==> src/rtl/fcap_pkg.sv <==
package fcap_pkg;
  typedef enum logic [1:0] {
    PH_SEARCH  = 2'd0,
    PH_CAPTURE = 2'd1,
    PH_DONE    = 2'd2
  } phase_t;

  localparam int BYTE_W = 8;
endpackage

==> src/rtl/fcap_match.sv <==
module fcap_match #(
  parameter int                    FRAME_BITS = 96,
  parameter logic [FRAME_BITS-1:0] PREAMBLE   = {(FRAME_BITS/2){2'b10}}
) (
  input  logic [FRAME_BITS-1:0] cand,
  output logic                  hit
);
  function automatic logic pattern_equal(input logic [FRAME_BITS-1:0] a,
                                         input logic [FRAME_BITS-1:0] b);
    return (a ^ b) == '0;
  endfunction

  assign hit = pattern_equal(cand, PREAMBLE);
endmodule

==> src/rtl/fcap_ctrl.sv <==
module fcap_ctrl
  import fcap_pkg::*;
(
  input  logic   clk,
  input  logic   rst_n,
  input  logic   bit_valid,
  input  logic   hold,
  input  logic   hit,
  input  logic   marker_next,
  output logic   do_shift,
  output logic   do_reload,
  output logic   clear_top,
  output logic   full,
  output logic   frame_start,
  output phase_t phase
);
  phase_t phase_d;
  logic   accept;

  assign accept    = bit_valid && !hold && (phase != PH_DONE);
  assign do_reload = accept && (phase == PH_SEARCH) && hit;
  assign do_shift  = accept && !do_reload;
  assign clear_top = (phase == PH_SEARCH);
  assign full      = (phase == PH_DONE);

  always_comb begin
    phase_d = phase;
    case (phase)
      PH_SEARCH:  if (do_reload) phase_d = PH_CAPTURE;
      PH_CAPTURE: if (accept && marker_next) phase_d = PH_DONE;
      default:    phase_d = phase;
    endcase
  end

  always_ff @(posedge clk) begin
    if (!rst_n) begin
      phase       <= PH_SEARCH;
      frame_start <= 1'b0;
    end else begin
      phase       <= phase_d;
      frame_start <= do_reload;
    end
  end

  p_start_one_cycle_r3: assert property (@(posedge clk) disable iff (!rst_n)
    frame_start |=> !frame_start);
  p_full_sticky_r5: assert property (@(posedge clk) disable iff (!rst_n)
    full |=> full);
  p_start_leads_capture_r3: assert property (@(posedge clk) disable iff (!rst_n)
    frame_start |-> phase == PH_CAPTURE);
endmodule

==> src/rtl/fcap_shreg.sv <==
module fcap_shreg #(
  parameter int FRAME_BITS = 96
) (
  input  logic              clk,
  input  logic              rst_n,
  input  logic              do_shift,
  input  logic              do_reload,
  input  logic              clear_top,
  input  logic              bit_in,
  output logic [FRAME_BITS:0] sr
);
  localparam logic [FRAME_BITS:0] MARKER = {{FRAME_BITS{1'b0}}, 1'b1};

  function automatic logic [FRAME_BITS:0] shift_once(input logic [FRAME_BITS:0] v,
                                                     input logic mask_top,
                                                     input logic b);
    logic [FRAME_BITS:0] r;
    r = {v[FRAME_BITS-1:0], b};
    if (mask_top) r[FRAME_BITS] = 1'b0;
    return r;
  endfunction

  always_ff @(posedge clk) begin
    if (!rst_n)         sr <= '0;
    else if (do_reload) sr <= MARKER;
    else if (do_shift)  sr <= shift_once(sr, clear_top, bit_in);
  end

  p_reload_marker_r3: assert property (@(posedge clk) disable iff (!rst_n)
    do_reload |=> sr == MARKER);
  p_newest_at_zero_r2: assert property (@(posedge clk) disable iff (!rst_n)
    (do_shift && !do_reload) |=> sr[0] == $past(bit_in));
endmodule

==> src/rtl/fcap_rdmux.sv <==
module fcap_rdmux
  import fcap_pkg::*;
#(
  parameter int FRAME_BITS = 96,
  parameter int ADDR_W     = 4
) (
  input  logic [FRAME_BITS-1:0] payload,
  input  logic [ADDR_W-1:0]     addr,
  output logic [BYTE_W-1:0]     rd_data
);
  localparam int NLANE = FRAME_BITS / BYTE_W;
  localparam int NSLOT = 1 << ADDR_W;

  logic [BYTE_W-1:0] lane [NSLOT];

  for (genvar k = 0; k < NSLOT; k++) begin : g_lane
    if (k < NLANE) begin : g_data
      assign lane[k] = payload[k*BYTE_W +: BYTE_W];
    end else begin : g_zero
      assign lane[k] = '0;
    end
  end

  assign rd_data = lane[addr];
endmodule

==> src/rtl/sentinel_frame_capture.sv <==
module sentinel_frame_capture
  import fcap_pkg::*;
#(
  parameter int                    FRAME_BITS = 96,
  parameter int                    ADDR_W     = 4,
  parameter logic [FRAME_BITS-1:0] PREAMBLE   = {(FRAME_BITS/2){2'b10}}
) (
  input  logic              clk,
  input  logic              rst_n,
  input  logic              bit_valid,
  input  logic              bit_in,
  input  logic              hold,
  input  logic [ADDR_W-1:0] addr,
  output logic [7:0]        rd_data,
  output logic              full,
  output logic              frame_start
);
  localparam int NLANE = FRAME_BITS / BYTE_W;

  logic [FRAME_BITS:0]   sr;
  logic [FRAME_BITS-1:0] cand;
  logic                  hit, do_shift, do_reload, clear_top;
  phase_t                phase;

  assign cand = {sr[FRAME_BITS-2:0], bit_in};

  fcap_match #(.FRAME_BITS(FRAME_BITS), .PREAMBLE(PREAMBLE)) u_match (
    .cand(cand), .hit(hit)
  );

  fcap_ctrl u_ctrl (
    .clk(clk), .rst_n(rst_n), .bit_valid(bit_valid), .hold(hold),
    .hit(hit), .marker_next(sr[FRAME_BITS-1]),
    .do_shift(do_shift), .do_reload(do_reload), .clear_top(clear_top),
    .full(full), .frame_start(frame_start), .phase(phase)
  );

  fcap_shreg #(.FRAME_BITS(FRAME_BITS)) u_shreg (
    .clk(clk), .rst_n(rst_n), .do_shift(do_shift), .do_reload(do_reload),
    .clear_top(clear_top), .bit_in(bit_in), .sr(sr)
  );

  fcap_rdmux #(.FRAME_BITS(FRAME_BITS), .ADDR_W(ADDR_W)) u_rdmux (
    .payload(sr[FRAME_BITS-1:0]), .addr(addr), .rd_data(rd_data)
  );

  p_freeze_when_full_r5: assert property (@(posedge clk) disable iff (!rst_n)
    full |=> $stable(sr));
  p_hold_freezes_r6: assert property (@(posedge clk) disable iff (!rst_n)
    hold |=> ($stable(sr) && $stable(phase)));
  p_marker_means_full_r4: assert property (@(posedge clk) disable iff (!rst_n)
    sr[FRAME_BITS] |-> full);
  p_idle_no_change_r2: assert property (@(posedge clk) disable iff (!rst_n)
    !bit_valid |=> $stable(sr));
  p_high_addr_zero_r8: assert property (@(posedge clk) disable iff (!rst_n)
    (int'(addr) >= NLANE) |-> rd_data == 8'h00);
endmodule

==> config.mk <==
export PLATFORM = sky130hd
export DESIGN_NAME = sentinel_frame_capture
export DESIGN_NICKNAME = d
export VERILOG_FILES = /design/src/rtl/fcap_pkg.sv /design/src/rtl/fcap_match.sv /design/src/rtl/fcap_ctrl.sv /design/src/rtl/fcap_shreg.sv /design/src/rtl/fcap_rdmux.sv /design/src/rtl/sentinel_frame_capture.sv
export SDC_FILE = /design/constraint.sdc
export NUM_CORES = 1
export LEC_CHECK = 0
export ABC_AREA = 1
export BUFFER_PORTS_ARGS = -buffer_cell sky130_fd_sc_hd__buf_2
export CORE_MARGIN = 5
export CORE_UTILIZATION = 35
export CTS_CLUSTER_DIAMETER = 120
export DETAILED_ROUTE_END_ITERATION = 8
export PLACE_DENSITY = 0.49
export SETUP_SLACK_MARGIN = 0.2
export SKIP_LAST_GASP = 1
export SYNTH_ARGS = -nofsm -noshare
export SYNTH_HDL_FRONTEND = slang
export SYNTH_SLANG_ARGS = --single-unit
==> constraint.sdc <==
create_clock -name clk -period 2.5 [get_ports clk]
set_clock_uncertainty 0.05 [all_clocks]
set_input_delay 0.375 -clock clk [delete_from_list [all_inputs] [get_ports clk]]
set_output_delay 0.375 -clock clk [all_outputs]
set_load 0.01 [all_outputs]
==> results.py <==
metrics = {
    "floorplan": {
        "design.portCount": 19,
        "start_util_pct": 36.0,
        "core.rowCount": 44,
        "core_mm2": 0.0146,
        "die_h_um": 133,
        "die_x_um": 133,
        "die_area_mm2": 0.0176,
    },
    "logic_synthesis": {
        "yosys.area_share.adder_pct": 0,
        "syn-num-nets": 862,
        "syn_inst": 853,
        "syn_area_mm2": 0.00527,
        "synth_compound_area_share_pct": 9.31,
        "synth_seq_cells": 99,
        "synth_top_family_by_area": "simple AND/OR/NAND/NOR gates",
        "synth_cell_type_count": 18,
        "seq_area_frac_synth_pct": 37.6,
        "avgSynthCellArea_um2": 6.18,
        "synthMuxAreaShare_pct": 0,
        "synth-simple-area-share_pct": 42.5,
        "yosysWarnings": 0,
        "synth-xor-area-share_pct": 0,
    },
    "timing": {
        "hold_slack_ps": 280,
        "setup_ws_ps": 410,
        "final-hold-violation-count": 0,
        "period_needed_ps": 2090,
        "rsz0062_at_grt": "no",
        "slew_headroom_pct": 60.2,
        "fin_setup_tns_ps": 0,
        "finalSetupViolations": 0,
        "period_share_pct": 83.6,
        "drv_slew": 0,
        "max_freq_mhz": 479,
        "worstMarginPinSlew_ps": 597,
    },
    "placement": {
        "dp_slack_ps": 418,
        "io_buffer_count": 18,
        "placed_cell_area_mm2": 0.00550,
        "place_inst": 1013,
        "dp_hpwl_um": 10300,
        "gp_congestion": 0.873,
    },
    "drt": {
        "vias": 5116,
        "totalWireLength_um": 15200,
        "wl_per_cell_um": 14.8,
        "antenna_left": 0,
        "drcViolationCount": 0,
        "drt_iter0_markers": 417,
        "firstDrtPassIters": 5,
        "avgViaCountPerCell": 4.98,
    },
    "setup_path": {
        "worstPathArrival_ps": 1660,
        "cp_max_fo": 48,
        "crit_type": "in -> out",
        "cp.required_ps": 2080,
        "end_kind": "output pin",
        "cp-start-kind": "primary input",
    },
    "global_routing": {
        "grt.total_usage_pct": 17.8,
        "grt_pass1_vias": 4915,
        "grt_max_degree": 97,
        "grt-ovfl-total": 0,
        "antenna_found_initial": 0,
        "grt_pass1_wl_um": 25400,
    },
    "layout": {
        "regArea_mm2": 0.00198,
        "layout.nets": 849,
        "layout_common_cells": "nor2_1, nand3_1, nand2_1, dfxtp_1, inv_1",
        "multiInputGateArea_mm2": 0.00274,
        "n_antenna_cell": 0,
        "layout_commonest_cell": "nor2_1",
        "fin_area_mm2": 0.00577,
        "nFillCells": 1591,
        "area_delta_synth_final_pct": 9.50,
        "final_cells": 1028,
        "drive_gt1_share_pct": 9.36,
    },
    "clock_network": {
        "cts_hold_buf": 0,
        "cts-resized-gates": 0,
        "cts_made_buffers": 9,
        "cts_max_path_buffers": 2,
        "insertion_delay_ps": 360,
        "clk_pin_slew_ps": 70,
        "cts_root_buffer": "clkbuf_16",
        "h-tree-depth": 3,
        "cts_setup_buffers": 0,
        "cts.sinks": 99,
        "cts_tree": "done",
    },
    "run_status": {
        "outcome": "finished, final reports clean",
    },
    "power_and_ir_drop": {
        "p_leak_nw": 2.79,
        "power_density_mw_per_mm2": 630,
        "irDropWorstVdd_v": 0.000349,
    },
    "min_path": {
        "worstHoldPathType": "in -> reg",
    },
    "flow_run": {
        "drv_cap": 0,
    },
}
==> synthesized netlist by cell type <==
master    instances  area, µm²
a21oi_1          50        250
buf_1            12       45.0
buf_2             7       35.0
buf_6             6       67.6
clkbuf_1         33        124
clkbuf_2          1       5.00
clkinv_1          3       11.3
dfxtp_1          99       1980
inv_1            69        259
inv_2             3       11.3
nand2_1         106        398
nand2_2           3       18.8
nand3_1         139        696
nand4_1           3       18.8
nor2_1          235        882
o21ai_0          48        240
or2_1            13       81.3
or2_2            23        144
==> cells by family after synthesis <==
logic type	after synthesis
AO/OA/AOI/OAI	98
buffers and inverters	134
AND/OR/NAND/NOR	522
flip-flops	99
==> sequential cells by signal, indices dropped and copies added, names as in the netlist <==
| signal | flops |
|---|---|
| u_shreg.sr | 96 |
| u_ctrl.phase | 2 |
| u_ctrl.frame_start | 1 |
==> per-stage QoR <==
step | utilization [%] | power (mW)
2_1_floorplan | - | 2.20
3_3_place_gp | 37.6 | 2.36
3_5_place_dp | 37.6 | 2.36
4_1_cts | 39.4 | 3.68
5_1_grt | 39.4 | 3.84
6_report | 39.4 | 3.63
==> worst max-delay path: stages <==
cell,delay [ps]
buf_2,100
buf_4,370
a21oi_1,120
o21ai_0,130
nand3_1,150
nand3_1,170
nand2_1,90
buf_2,150
==> area by class of cell <==
type                       instances  share of cell area, %
clock buffer                       9                   3.90
clock inverter                     6                  0.759
inverter                          75                   4.88
multi-input combinational        620                   47.5
sequential                        99                   34.4
tap                              184                   3.99
timing repair buffer              35                   4.64
==> routing by layer <==
layer,track usage [%],vias to the layer above,wire (µm)
met5,0,-,0
li1,-,2664,-
met4,4.97,0,259
met2,28.8,74,7020
met1,24.0,2359,7370
met3,3.99,19,521
==> where the power goes <==
part | internal, mW | switching [mW]
logic | 0.219 | 0.346
registers | 1.68 | 0.0848
clock network | 0.671 | 0.635
total | 2.57 | 1.07
==> final timing paths <==
| path | slack (ps) | endpoint | depth (start not counted) | start |
|---|---|---|---|---|
| setup / recovery | 410 | rd_data[2] | 8 | addr[0] |
| hold / removal | 280 | u_shreg.sr[0]$_SDFFE_PN0P_ | 5 | bit_in |
| hold reg to reg | 420 | u_shreg.sr[84]$_SDFFE_PP0P_ | 2 | u_shreg.sr[83]$_SDFFE_PP0P_ |
| setup reg to reg | 500 | u_shreg.sr[16]$_SDFFE_PP0P_ | 11 | u_shreg.sr[34]$_SDFFE_PP0P_ |
Note: power is estimated with default switching activity, not from simulation.
